### config.mk
export PLATFORM = sky130hd
export DESIGN_NAME = line_refill_seq
export DESIGN_NICKNAME = d
export VERILOG_FILES = /design/src/rtl/line_refill_seq.sv
export SDC_FILE = /design/constraint.sdc
export NUM_CORES = 1
export LEC_CHECK = 0
export BUFFER_PORTS_ARGS = -buffer_cell sky130_fd_sc_hd__buf_2
export CELL_PAD_IN_SITES_DETAIL_PLACEMENT = 1
export CELL_PAD_IN_SITES_GLOBAL_PLACEMENT = 2
export CORE_AREA = 10 10 529 531
export CTS_CLUSTER_SIZE = 20
export DETAILED_ROUTE_END_ITERATION = 6
export DIE_AREA = 0 0 539 541
export PLACE_DENSITY = 0.42
export SKIP_LAST_GASP = 1
export SLEW_MARGIN = 20
export SYNTH_ARGS = -nofsm -noshare
export SYNTH_HDL_FRONTEND = slang
export SYNTH_SLANG_ARGS = --single-unit
### constraint.sdc
create_clock -name clk -period 8.04 [get_ports clk]
set_clock_uncertainty 0.05 [all_clocks]
set_input_delay 0.402 -clock clk [delete_from_list [all_inputs] [get_ports clk]]
set_output_delay 0.402 -clock clk [all_outputs]
set_load 0.01 [all_outputs]
### src/rtl/line_refill_seq.sv
module line_refill_seq #(
  parameter int ADDR_W     = 32,
  parameter int LINE_BYTES = 128,
  parameter int REQ_BYTES  = 64,
  parameter int BEAT_BYTES = 32
) (
  input  logic                    clk,
  input  logic                    rst,
  input  logic                    fill_valid,
  output logic                    fill_ready,
  input  logic [ADDR_W-1:0]       fill_addr,
  output logic                    bus_req_valid,
  input  logic                    bus_req_ready,
  output logic [ADDR_W-1:0]       bus_req_addr,
  input  logic                    rsp_valid,
  input  logic [BEAT_BYTES*8-1:0] rsp_data,
  output logic                    line_valid,
  output logic [ADDR_W-1:0]       line_addr,
  output logic [LINE_BYTES*8-1:0] line_data
);

  localparam int BEAT_W   = BEAT_BYTES * 8;
  localparam int NREQ     = LINE_BYTES / REQ_BYTES;
  localparam int NBEAT    = LINE_BYTES / BEAT_BYTES;
  localparam int LINE_OFS = $clog2(LINE_BYTES);
  localparam int REQ_OFS  = $clog2(REQ_BYTES);
  localparam int REQ_CW   = (NREQ > 1) ? $clog2(NREQ) : 1;
  localparam int BEAT_CW  = (NBEAT > 1) ? $clog2(NBEAT) : 1;
  localparam logic [ADDR_W-1:0] ALIGN_MASK = {ADDR_W{1'b1}} << LINE_OFS;

  typedef enum logic [1:0] {S_IDLE, S_ISSUE, S_COLLECT, S_DONE} phase_t;

  phase_t              phase;
  logic [ADDR_W-1:0]   base;
  logic [REQ_CW-1:0]   req_idx;
  logic [BEAT_CW-1:0]  beat_idx;

  wire accept    = fill_valid && fill_ready;
  wire req_fire  = bus_req_valid && bus_req_ready;
  wire busy      = (phase == S_ISSUE) || (phase == S_COLLECT);
  wire beat_take = busy && rsp_valid;
  wire last_req  = (req_idx == REQ_CW'(NREQ - 1));
  wire last_beat = (beat_idx == BEAT_CW'(NBEAT - 1));

  assign fill_ready    = (phase == S_IDLE);
  assign bus_req_valid = (phase == S_ISSUE);
  assign bus_req_addr  = base | (ADDR_W'(req_idx) << REQ_OFS);
  assign line_valid    = (phase == S_DONE);
  assign line_addr     = base;

  always_ff @(posedge clk) begin
    if (rst) begin
      phase    <= S_IDLE;
      base     <= '0;
      req_idx  <= '0;
      beat_idx <= '0;
    end else begin
      case (phase)
        S_IDLE: if (accept) begin
          phase    <= S_ISSUE;
          base     <= fill_addr & ALIGN_MASK;
          req_idx  <= '0;
          beat_idx <= '0;
        end
        S_ISSUE: if (req_fire) begin
          if (last_req) begin
            phase   <= S_COLLECT;
            req_idx <= '0;
          end else begin
            req_idx <= req_idx + 1'b1;
          end
        end
        S_DONE:  phase <= S_IDLE;
        default: ;
      endcase
      if (beat_take) begin
        beat_idx <= beat_idx + 1'b1;
        if (last_beat) phase <= S_DONE;
      end
    end
  end

  for (genvar g = 0; g < NBEAT; g++) begin : g_slot
    logic [BEAT_W-1:0] slot;
    always_ff @(posedge clk) begin
      if (beat_take && beat_idx == BEAT_CW'(g)) slot <= rsp_data;
    end
    assign line_data[g*BEAT_W +: BEAT_W] = slot;
  end

endmodule

### After elaboration in Yosys (flattened, before gate mapping)

Cells that the tools add are included.
W data, S select, Z words.

* reductions and logical operators: 16
* add/sub/neg operators: 2
* mux-type cells: 13
* bitwise gates (word level): 1
* equal/unequal tests: 8

Operator list (number)
* $or A32 B7 Y32: 1
* $mux W2: 8
* $eq A2 B2 Y1 const B: 4
* $logic_and A1 B1 Y1: 7
* $pmux W2 S3: 1
* $reduce_bool A2 Y1: 3
* $eq A2 B1 Y1 const B: 2
* $logic_not A2 Y1: 2
* $ne A2 B1 Y1 const B: 2
* $reduce_and A2 Y1: 2
* $mux W1: 3
* $reduce_and A3 Y1: 1
* $add A2 B1 Y2 const B: 1
* $pmux W1 S2: 1
* $add A1 B1 Y1 const B: 1
* $logic_or A1 B1 Y1: 1

* output and inout port bits: 1091
* input port bits: 293
* register bits after elaboration: 1054
* logic and storage cells: 48

### Longest topological paths before layout

* depth after elaboration: 6
* mapped depth: 7
* mapped depth without buffers: 6

### Least setup slack after synthesis

OpenSTA, ideal clock, no wires.

* kind: reg2reg
* from: reg phase[1]
* to: reg g_slot[0].slot[0] (enable)
* path slack: 0.658 ns
* arrival time: 6.681 ns
* period minus slack after synthesis: 7.382 ns
* required time: 7.339 ns
* library setup time: 0.651 ns
* stages on the path, launching flop included: 4
* buffers on the path: 0
* path through: dfxtp_1 -> inv_1 -> ha_1 -> and3_1

* word-level cells in the longest chain between the ends: 4
* elaborated cells between the ends (all ways): 5
* classes of those cells: eq/ne: 2; reduce/logical: 3

Ends and longest elaborated chain
* from (decl): line 33 `phase_t phase;`
* from (signal assigned): line 53 `phase <= S_IDLE;`
* from (signal assigned): line 60 `phase <= S_ISSUE;`
* from (signal assigned): line 67 `phase <= S_COLLECT;`
* $eq A2 B1 Y1 / $eq A2 B2 Y1 (equally long branches): line 40 `wire busy = (phase == S_ISSUE) || (phase == S_COLLECT);`
* $logic_or A1 B1 Y1 (*): line 40
* $logic_and A1 B1 Y1 (*): line 41 `wire beat_take = busy && rsp_valid;`
* $logic_and A1 B1 Y1 (*): line 86 `if (beat_take && beat_idx == BEAT_CW'(g)) slot <= rsp_data;`
* to (signal assigned): line 86
* to (decl): line 84 `logic [BEAT_W-1:0] slot;`

Mark *: on every way between the ends. The rest lies on a longest branch, timed or not.
A chain may end at the register's enable or synchronous reset.

### Worst setup path after layout

* from: reg phase[1]
* to: reg g_slot[1].slot[56] (enable)

* word-level cells in the longest chain between the ends: 4
* elaborated cells between the ends (all ways): 5
* classes of those cells: eq/ne: 2; reduce/logical: 3

Ends and longest elaborated chain (line)
* $eq A2 B1 Y1 / $eq A2 B2 Y1 (equally long branches): 40
* $logic_or A1 B1 Y1 (*): 40
* $logic_and A1 B1 Y1 (*): 41
* $logic_and A1 B1 Y1 (*): 86
* to (signal assigned): 86
* to (decl): 84

Marked as above.

==> results.txt <==
First DRT Iteration DRCs -> 1,564
Gate Count Post-Synth -> 1,217
Routed WL per cell -> 27.3 um
syn_area_per_cell -> 26.5 um^2
Pre-antenna DRT Iters -> 5
CTS tree -> done
Clk pwr share -> 46.7%
status -> finished clean
slowest CP cell -> and3_4
core region area -> 270,000 um^2
Max Freq -> 0.298 GHz
top-area cell type share of the netlist area -> 95.2%
Lkg Pwr -> 18.5 nW
Detail Route Antenna Nets -> 0
Unique masters post-synth -> 29
most frequent cells in the layout -> buf_2, edfxtp_1, dlygate4sd3_1
Final #Nets -> 3,281
Overall Global Routing Usage -> 11.8%
share of layout cells above drive strength 1 -> 50.9%
Hold Violations, Final -> 0
# IOs -> 1,384
worst hold stages -> 1
Longest Clk Path Bufs -> 4
vias per inst -> 3.04
Tcrit/Tclk final -> 41.8%
total chip power -> 12.7 mW
fraction of the yosys area taken by sequential cells -> 97.0%
reg2reg setup slack -> 4.68 ns
Flop pwr share -> 48.4%
clock-pin slew on the worst setup and hold paths -> 0.06 ns
crit path buf inv count -> 3
largest net degree at the start of global routing -> 95
die area -> 292,000 um^2
critical path startpoint -> phase[1]
Setup Fix Bufs, Post-CTS -> 0
Synth Warn # -> 0
Hold Startpoint -> rsp_data[218]
Setup CP Type -> flip-flop to flip-flop
Finished Core Util -> 18.8%
routability cong. -> 0.756
count of port buffers added during placement -> 1,363
Remaining Overflow, GRT -> 0
final setup margin -> 4.68 ns
reg2reg start -> phase[1]
# rows -> 191
H-Tree Depth -> 4
vias in the first global route -> 21,500
leading cell type in the layout, fill and taps excluded -> buf_2
Synth Register Bits -> 1,054
FILL cells -> 29,900
initial cell density of the core -> 12.0%
Min Clock Period, post-route -> 3.36 ns
Root Buffer Master -> clkbuf_16
max incr delay on CP -> 0.83 ns
CP Capture Type -> flip-flop
cell taking the most area after synthesis -> edfxtp_1
CTS Buf Count -> 136
startpoint types -> flip-flop
worst slack, placed -> 4.65 ns
Hold Crit Endpoint -> g_slot[1].slot[218]
P_sw -> 2.93 mW
top cells by area, synth -> edfxtp_1, dfxtp_1, buf_4, nand2_1, a21oi_1
Sink Count -> 1,054
unrepaired setup endpoints after global routing -> no
Max FO, Critical Path -> 79
Die X-Extent -> 539 um
Setup TNS Final -> 0 ns
cell breakdown of the critical path -> inv_1 > ha_1 > and3_4 > buf_12 > buf_4
Residual DRC -> 0
placed cell areas -> 43,500 um^2
DR vias -> 20,300
synthesized area -> 32,300 um^2
worst hold path class -> primary input to flip-flop
Worst Tran Pin Value -> 1.05 ns
initial antenna violation count -> 113
Worst VDD drop -> 0.000167 V
max-cap viol count -> 0
post-route cell area -> 50,700 um^2
clk_lat worst skew -> 0.78 ns
Slew headroom -> 30.3%
reg2reg path depth -> 5
PwrDens -> 251 nW/um^2
max-slew violations -> 0
Switching Fraction -> 23.0%
CP delay by family, top -> buffers and inverters
Arr. time, crit path -> 3.73 ns
Finish-stage setup viols -> 0
RR Endpoint -> g_slot[1].slot[56]
Req. time, crit path -> 8.42 ns
DRT Wirelength -> 183,000 um
Die Y -> 541 um
Syn-to-layout area delta -> 56.9%
first-pass GRT wire length -> 230,000 um
internal power -> 9.78 mW
Comb pwr share -> 4.9%
DP HPWL -> 145,000 um
-- sequential cells by signal (all words and copies together) (netlist names) --
name,flops
beat_idx,2
g_slot.slot,1024
last_req,1
line_addr,25
phase,2
-- repair_timing --
item	in CTS	in global routing
endpoints found under the hold margin	1049	0
hold buffers	282	0
resized for setup	0	0
-- cells in the mapped netlist --
library cell  instances
a21boi_0              1
a21oi_1              27
a21oi_2               2
dfxtp_1              30
nand2_2               1
buf_4                39
a211oi_1              1
and3_1                4
nand2_1              50
a32oi_1               1
a311oi_1              1
buf_8                 2
nand3_1               1
nor2_1                3
buf_6                 1
buf_2                 2
o21ai_0               3
and2b_1               1
edfxtp_1           1024
nor3b_1               1
o31ai_1               1
and2_1                1
nand2b_1              1
nor2b_1               1
o21ai_1               1
clkbuf_1              3
ha_1                  8
conb_1                1
inv_1                 5
-- how the worst max path moves through the flow --
stage	endpoint	slack, ns	depth (start not counted)
3_5_place_dp	g_slot[2].slot[252]	4.65	5
5_1_grt	g_slot[2].slot[163]	4.49	5
2_1_floorplan	g_slot[0].slot[0]	0.66	3
6_report	g_slot[1].slot[56]	4.68	5
3_3_place_gp	g_slot[1].slot[8]	4.69	5
4_1_cts	g_slot[2].slot[163]	4.62	5
-- stage by stage --
stage / cells / hold WS, ns
6_report: 6684 / 0.0932
5_1_grt: 6657 / 0.0174
4_1_cts: 6654 / 0.00314
3_5_place_dp: 6130 / 0.421
3_3_place_gp: 6130 / 0.425
2_1_floorplan: 1229 / 0.443
-- cell type report --
type / instances / area [um^2] / share of cell area [%]
Tap cell: 3570 / 4470 / 8.81
Clock inverter: 81 / 746 / 1.47
Sequential cell: 1054 / 31400 / 61.9
Multi-Input combinational cell: 123 / 646 / 1.27
Clock buffer: 161 / 3520 / 6.94
Antenna cell: 30 / 75.1 / 0.148
Inverter: 5 / 26.3 / 0.0518
Timing Repair Buffer: 1660 / 9860 / 19.4
-- per-layer routing --
metal	part of all wire, %	wire length (um)	vias up	track usage [%]
li1	-	-	8400	-
met1	42	76200	10300	14.8
met2	45	82400	1381	18.8
met3	11	20700	219	5.39
met4	1.7	3180	12	2.17
met5	0.043	78	-	0
-- power by group through the flow --
| stage | combinational, mW | clock [mW] | sequential, mW |
|---|---|---|---|
| 2_1_floorplan | 0.0838 | 0 | 6.33 |
| 3_3_place_gp | 0.505 | 0 | 6.26 |
| 3_5_place_dp | 0.509 | 0 | 6.26 |
| 4_1_cts | 0.654 | 6.18 | 6.15 |
| 5_1_grt | 0.671 | 6.38 | 6.15 |
| 6_report | 0.624 | 5.94 | 6.15 |
-- worst reg2reg max path, cell delays in order (launching register included) --
cell and delay [ns]:
dfxtp_1 0.40, inv_1 0.09, ha_1 0.41, and3_4 0.83, buf_12 0.37, buf_4 0.84
-- cells by family (layout without fill, tap and decap cells) --
group	Yosys count	after routing	synth area share (%)
DFF	1054	1054	97.0
and+or+nand+nor	64	64	0.833
other	1	43	0.0116
adders and majority gates	8	8	0.310
buffers and inverters	52	1907	1.16
AOI/OAI and AO/OA	38	38	0.658
(Power assumes the default switching activity.)
